**src/rtl/sw_peak_pkg.sv**
```systemverilog
package sw_peak_pkg;
  function automatic int idx_width(input int n);
    return (n > 1) ? $clog2(n) : 1;
  endfunction
endpackage

```
**src/rtl/peak_argmax.sv**
```systemverilog
module peak_argmax
  import sw_peak_pkg::*;
#(
  parameter int N_PE    = 8,
  parameter int SCORE_W = 21,
  localparam int IDX_W  = idx_width(N_PE)
) (
  input  logic [N_PE*SCORE_W-1:0] scores_i,
  output logic [SCORE_W-1:0]      max_o,
  output logic [IDX_W-1:0]        idx_o
);
  logic [SCORE_W-1:0] run_v [N_PE];
  logic [IDX_W-1:0]   run_i [N_PE];

  // prefix chain: stage k holds best of elements 0..k, strict compare keeps lowest index
  for (genvar k = 0; k < N_PE; k++) begin : g_stage
    if (k == 0) begin : g_first
      assign run_v[k] = scores_i[SCORE_W-1:0];
      assign run_i[k] = '0;
    end else begin : g_next
      logic take;
      assign take     = scores_i[k*SCORE_W +: SCORE_W] > run_v[k-1];
      assign run_v[k] = take ? scores_i[k*SCORE_W +: SCORE_W] : run_v[k-1];
      assign run_i[k] = take ? IDX_W'(k) : run_i[k-1];
    end
  end

  assign max_o = run_v[N_PE-1];
  assign idx_o = run_i[N_PE-1];
endmodule

```
**src/rtl/subj_counter.sv**
```systemverilog
module subj_counter #(
  parameter int SUBJ_W = 12
) (
  input  logic              clk_i,
  input  logic              rst_ni,
  input  logic              clear_i,
  input  logic              valid_i,
  output logic [SUBJ_W-1:0] cnt_o
);
  always_ff @(posedge clk_i or negedge rst_ni) begin
    if (!rst_ni)      cnt_o <= '0;
    else if (clear_i) cnt_o <= '0;
    else if (valid_i) cnt_o <= cnt_o + 1'b1;
  end
endmodule

```
**src/rtl/peak_hold.sv**
```systemverilog
module peak_hold #(
  parameter int SCORE_W = 21,
  parameter int IDX_W   = 3,
  parameter int SUBJ_W  = 12
) (
  input  logic               clk_i,
  input  logic               rst_ni,
  input  logic               clear_i,
  input  logic               valid_i,
  input  logic [SCORE_W-1:0] cand_v_i,
  input  logic [IDX_W-1:0]   cand_q_i,
  input  logic [SUBJ_W-1:0]  cand_s_i,
  output logic [SCORE_W-1:0] peak_o,
  output logic [IDX_W-1:0]   best_q_o,
  output logic [SUBJ_W-1:0]  best_s_o
);
  logic upd;
  assign upd = valid_i && (cand_v_i > peak_o);

  always_ff @(posedge clk_i or negedge rst_ni) begin
    if (!rst_ni) begin
      peak_o   <= '0;
      best_q_o <= '0;
      best_s_o <= '0;
    end else if (clear_i) begin
      peak_o   <= '0;
      best_q_o <= '0;
      best_s_o <= '0;
    end else if (upd) begin
      peak_o   <= cand_v_i;
      best_q_o <= cand_q_i;
      best_s_o <= cand_s_i;
    end
  end
endmodule

```
**src/rtl/sw_peak_tracker.sv**
```systemverilog
module sw_peak_tracker
  import sw_peak_pkg::*;
#(
  parameter int N_PE    = 8,
  parameter int SCORE_W = 21,
  parameter int SUBJ_W  = 12,
  localparam int IDX_W  = idx_width(N_PE)
) (
  input  logic                    clk_i,
  input  logic                    rst_ni,
  input  logic                    clear_i,
  input  logic                    valid_i,
  input  logic [N_PE*SCORE_W-1:0] scores_i,
  output logic [SCORE_W-1:0]      peak_o,
  output logic [IDX_W-1:0]        best_q_o,
  output logic [SUBJ_W-1:0]       best_s_o
);
  logic [SCORE_W-1:0] cyc_max;
  logic [IDX_W-1:0]   cyc_idx;
  logic [SUBJ_W-1:0]  cnt;
  logic [SUBJ_W-1:0]  cand_s;

  peak_argmax #(.N_PE(N_PE), .SCORE_W(SCORE_W)) u_argmax (
    .scores_i (scores_i),
    .max_o    (cyc_max),
    .idx_o    (cyc_idx)
  );

  subj_counter #(.SUBJ_W(SUBJ_W)) u_cnt (
    .clk_i   (clk_i),
    .rst_ni  (rst_ni),
    .clear_i (clear_i),
    .valid_i (valid_i),
    .cnt_o   (cnt)
  );

  // undo systolic skew: element i sees subject char (cycle - i)
  assign cand_s = cnt - SUBJ_W'(cyc_idx);

  peak_hold #(.SCORE_W(SCORE_W), .IDX_W(IDX_W), .SUBJ_W(SUBJ_W)) u_hold (
    .clk_i    (clk_i),
    .rst_ni   (rst_ni),
    .clear_i  (clear_i),
    .valid_i  (valid_i),
    .cand_v_i (cyc_max),
    .cand_q_i (cyc_idx),
    .cand_s_i (cand_s),
    .peak_o   (peak_o),
    .best_q_o (best_q_o),
    .best_s_o (best_s_o)
  );
endmodule

```
**config.mk**
```make
export PLATFORM = sky130hd
export DESIGN_NAME = sw_peak_tracker
export DESIGN_NICKNAME = d
export VERILOG_FILES = /design/src/rtl/sw_peak_pkg.sv /design/src/rtl/peak_argmax.sv /design/src/rtl/subj_counter.sv /design/src/rtl/peak_hold.sv /design/src/rtl/sw_peak_tracker.sv
export SDC_FILE = /design/constraint.sdc
export NUM_CORES = 1
export LEC_CHECK = 0
export BUFFER_PORTS_ARGS = -buffer_cell sky130_fd_sc_hd__buf_2
export CAP_MARGIN = 10
export CORE_ASPECT_RATIO = 0.75
export CORE_MARGIN = 10
export CORE_UTILIZATION = 55
export CTS_CLUSTER_SIZE = 12
export DETAILED_ROUTE_END_ITERATION = 8
export HOLD_SLACK_MARGIN = 0.12
export PLACE_DENSITY = 0.78
export RECOVER_POWER = 100
export SYNTH_ARGS = -nofsm -noshare
export SYNTH_HDL_FRONTEND = slang
export SYNTH_SLANG_ARGS = --single-unit
```
**constraint.sdc**
```tcl
create_clock -name clk_i -period 4.03 [get_ports clk_i]
set_input_delay 0.403 -clock clk_i [delete_from_list [all_inputs] [get_ports clk_i]]
set_output_delay 0.403 -clock clk_i [all_outputs]
set_load 0.05 [all_outputs]
```
==> results.sh, run 1 <==
export IMPL_synth_distinct_cells=70
export IMPL_die_y_um=133
export IMPL_ys_flop_type="dfrtp_1"
export IMPL_cts_buffers=5
export IMPL_syn_area_per_cell_um2=7.69
export IMPL_die_w_um=171
export IMPL_synth_edf_count=0
export IMPL_grt_worst_endpoint="u_hold.peak_o[8]$_DFFE_PN0P_/D"
export IMPL_ys_ff_latch=48
export IMPL_syn_inst=1218
export IMPL_overflow=5
export IMPL_worst_ep_kind="register input"
export IMPL_synth_area_leaders="ha_1 23%, dfrtp_1 13%, inv_1 4.6%"
export IMPL_ys_async_sr_fraction_pct=100
export IMPL_clock_sinks=48
export IMPL_holdBufCountCts=0
export IMPL_row_count=41
export IMPL_yosysTopAreaCell="ha_1"
export IMPL_yosys_area_top_type_share_pct=22.6
export IMPL_track_usage_pct=72.2
export IMPL_io_buffers=207
export IMPL_error_line="[ERROR GRT-0232] Routing congestion too high. Check the congestion heatmap in the GUI."
export IMPL_h_tree_depth=2
export IMPL_yosys_warnings=0
export IMPL_clock_path_buffers=2
export IMPL_start_util_pct=55.8
export IMPL_hpwl_um=31500
export IMPL_cts_root_buf="clkbuf_16"
export IMPL_place_congestion=1.01
export IMPL_grt_max_degree=49
export IMPL_synth_nets=1560
export IMPL_synth_area_mm2=0.00936
export IMPL_lastStage="5_1_grt"
export IMPL_seq_area_frac_synth_pct=12.8
export IMPL_status="did not finish"
export IMPL_io_pins=208
cells in the mapped netlist, types with 29 or more instances:
cell type	number
nor2b_1	29
o21ai_0	52
clkbuf_1	46
a21o_1	42
nand4_1	52
ha_1	169
nor2_1	92
inv_1	115
nand2_1	76
a21oi_1	71
mux2i_1	38
dfrtp_1	48
nand3_1	33
layer usage:
metal	GRT overflow	global-route usage (%)
met3	0	68.4
met1	0	70.1
met4	4	68.4
met2	1	82.6
met5	0	36.1
stage by stage:
step           TNS, ns  instances  area, µm²  setup WS (ns)  hold slack, ns
3_5_place_dp   -499.11       1945      13800         -13.98           0.516
4_1_cts        -460.76       1998      14700         -12.91           0.349
3_3_place_gp   -473.41       1945      13800         -13.25           0.500
2_1_floorplan  -451.53       1218      10100         -12.67           0.107
cells by family after synthesis:
family,count (synthesis),synth area share [%]
XOR/XNOR,23,2.15
AO/OA/AOI/OAI,360,26.8
multiplexers,59,6.63
AND/OR/NAND/NOR,383,21.4
adder cells (fa/ha/maj),170,22.8
flip-flops,48,12.8
buffers and inverters,175,7.39
timing repair:
item / CTS
gates cloned: 5
setup buffers: 41
endpoints found under the hold margin: 0
setup endpoints to repair: 36
pin swaps: 59
resized for setup: 90
==> inputs of run 2 (changes only) <==
--- a/config.mk
+++ b/config.mk
@@ -7,13 +7,10 @@
 export LEC_CHECK = 0
 export BUFFER_PORTS_ARGS = -buffer_cell sky130_fd_sc_hd__buf_2
 export CAP_MARGIN = 10
-export CORE_ASPECT_RATIO = 0.75
 export CORE_MARGIN = 10
-export CORE_UTILIZATION = 55
-export CTS_CLUSTER_SIZE = 12
+export CORE_UTILIZATION = 40
 export DETAILED_ROUTE_END_ITERATION = 8
-export HOLD_SLACK_MARGIN = 0.12
-export PLACE_DENSITY = 0.78
+export PLACE_DENSITY_LB_ADDON = 0.15
 export RECOVER_POWER = 100
 export SYNTH_ARGS = -nofsm -noshare
 export SYNTH_HDL_FRONTEND = slang
==> results.sh, run 2 <==
export IMPL_ys_ff_latch=48
export IMPL_detailedRoute_firstPassIterationCount=5
export IMPL_seq_area_frac_synth_pct=12.8
export IMPL_synth_nets=1560
export IMPL_arrival_ns=17.30
export IMPL_period_needed_ns=17.12
export IMPL_synthTopCellsByCount="169 x ha_1, 115 x inv_1, 92 x nor2_1"
export IMPL_status="finished, violations left"
export IMPL_cts_tree="yes"
export IMPL_cpPeakStageDelay_ns=0.48
export IMPL_hpwl_um=32500
export IMPL_antenna_found_initial=6
export IMPL_syn_to_final_growth_pct=69.2
export IMPL_synth_edf_count=0
export IMPL_hold_class="in2reg"
export IMPL_synth_area_mm2=0.00936
export IMPL_clock_latency_ns=0.30
export IMPL_die_y_um=173
export IMPL_endpoint_kind="flop"
export IMPL_multiInputGateArea_mm2=0.00874
export IMPL_via_per_inst=5.59
export IMPL_synth_distinct_cells=70
export IMPL_syn_inst=1218
export IMPL_stdcell_count=2162
export IMPL_cp_required_ns=4.21
export IMPL_fin_worst_skew_ns=0.00905
export IMPL_n_fill_cell=1913
export IMPL_slew_viol_final=49
export IMPL_syn_area_per_cell_um2=7.69
export IMPL_drc=0
export IMPL_yosysTopAreaCell="ha_1"
export IMPL_fin_nets=2184
export IMPL_holdBufCountCts=0
export IMPL_r2r_setup_slack_ns=0.73
export IMPL_placed_cells=2083
export IMPL_rsz0062_at_grt="yes"
export IMPL_crit_type="in2reg"
export IMPL_drt_total_wl_um=41000
export IMPL_synth_most_common_cell="ha_1"
export IMPL_ys_async_sr_fraction_pct=100
export IMPL_fmax_mhz=58.4
export IMPL_crit_path_start_kind="input pin"
export IMPL_io_buffers=207
export IMPL_seqCellArea_mm2=0.00120
export IMPL_yosys_warnings=0
export IMPL_grt_pass1_vias=12252
export IMPL_yosys_area_top_type_share_pct=22.6
export IMPL_wl_met3_um=2240
export IMPL_registers_top_by_ff_count="u_hold.peak_o"
export IMPL_final_hold_viol_count=0
export IMPL_cts_buffers=5
export IMPL_track_usage_pct=25.4
export IMPL_h_tree_depth=2
export IMPL_synth_area_leaders="ha_1 23%, dfrtp_1 13%, inv_1 4.6%"
export IMPL_dr_max_layer_used="met4"
export IMPL_grt_max_degree=49
export IMPL_die_area_mm2=0.0299
export IMPL_relSlewSlack_pct=-93.9
export IMPL_met2_length_um=19000
export IMPL_row_count=55
export IMPL_start_util_pct=41.0
export IMPL_clock_path_buffers=2
export IMPL_wl_per_cell_um=19.0
export IMPL_overflow=0
export IMPL_worst_pin_slew_ns=2.91
export IMPL_ant_nets=0
export IMPL_clk_pin_slew_ns=0.08
export IMPL_largest_register_ffs=21
export IMPL_die_w_um=173
export IMPL_grt_pass1_wl_um=63700
export IMPL_critPathMaxFanout=8
export IMPL_core_mm2=0.0228
export IMPL_cp_common_cell="o21a_1"
export IMPL_drive_gt1_share_pct=48.3
export IMPL_drt_iter0_drc=954
export IMPL_ys_flop_type="dfrtp_1"
export IMPL_drv_cap=1
export IMPL_setup_slack_ns=-13.09
export IMPL_final_common_cell="buf_4"
export IMPL_vias=12087
export IMPL_period_share_pct=425
export IMPL_reg_top3="u_hold.peak_o x21, u_cnt.cnt_o x12, u_hold.best_s_o x12"
export IMPL_cts_root_buf="clkbuf_16"
export IMPL_place_congestion=0.948
export IMPL_io_pins=208
export IMPL_wl_met1_um=18600
export IMPL_setup_violations=36
export IMPL_crit_path_top_delay_cell="a221o_2"
export IMPL_clock_sinks=48
export IMPL_layout_common_cells="432 x buf_4, 163 x buf_2, 144 x ha_1"
export IMPL_violations="max-capacitance violations, max-slew violations, negative setup slack"
==> run 2: layer usage <==
metal | vias to the layer above | track usage, %
li1 | 5794 | -
met1 | 5785 | 34.0
met5 | - | 0
met2 | 428 | 41.9
met3 | 80 | 3.46
met4 | 0 | 6.76
==> run 2: area by class of cell <==
type	instances	area share, %
antenna	6	0.0948
timing repair buffer	677	30.8
tap	313	2.47
multi-input combinational	995	55.2
sequential	48	7.58
clock buffer	6	0.877
clock inverter	2	0.0869
inverter	115	2.88
==> run 2: critical path, delay by kind of cell <==
kind / cells / cell delay, ns
AO/OA/AOI/OAI: 58 / 8.80
AND/OR/NAND/NOR: 24 / 3.55
buffers and inverters: 15 / 2.01
adder cells (fa/ha/maj): 8 / 1.89
multiplexers: 2 / 0.56
==> run 2: kinds of logic after synthesis <==
logic type | Yosys count | share of synthesized area, %
AO/OA/AOI/OAI | 360 | 26.8
XOR/XNOR | 23 | 2.15
adder cells (fa/ha/maj) | 170 | 22.8
buffers and inverters | 175 | 7.39
flip-flops | 48 | 12.8
multiplexers | 59 | 6.63
AND/OR/NAND/NOR | 383 | 21.4
==> run 2: final timing paths <==
kind / startpoint / endpoint / depth (start not counted)
worst max-delay path: scores_i[36] / u_hold.peak_o[2] / 107
worst min-delay path: valid_i / u_cnt.cnt_o[0] / 3
worst max register to register: u_hold.peak_o[1] / u_hold.peak_o[2] / 17
worst min register to register: u_hold.best_s_o[1] / u_hold.best_s_o[1] / 2
max in group asynchronous: rst_ni / u_hold.peak_o[3] / 2
min in group asynchronous: rst_ni / u_cnt.cnt_o[11] / 2
==> run 2: metrics by stage <==
| stage | area (µm²) | hold slack, ns | setup TNS (ns) | setup slack (ns) | util [%] |
|---|---|---|---|---|---|
| 4_1_cts | 15300 | 0.248 | -458.63 | -12.87 | 67.1 |
| 2_1_floorplan | 10100 | 0.107 | -451.53 | -12.67 | - |
| 5_1_grt | 15800 | 0.493 | -495.47 | -13.86 | 69.3 |
| 6_report | 15800 | 0.470 | -467.36 | -13.09 | 69.3 |
| 3_5_place_dp | 14200 | 0.509 | -490.89 | -13.86 | 62.1 |
| 3_3_place_gp | 14200 | 0.499 | -479.67 | -13.44 | 62.1 |
==> run 2: timing repair <==
item,CTS,global route
resized for setup,123,92
pin swaps,79,84
setup buffers,43,23
endpoints found under the setup margin,36,36
gates cloned,4,1
Power of run 2 is not shown: default switching activity piles up to over one toggle a cycle in this logic, so the estimate is an artifact.
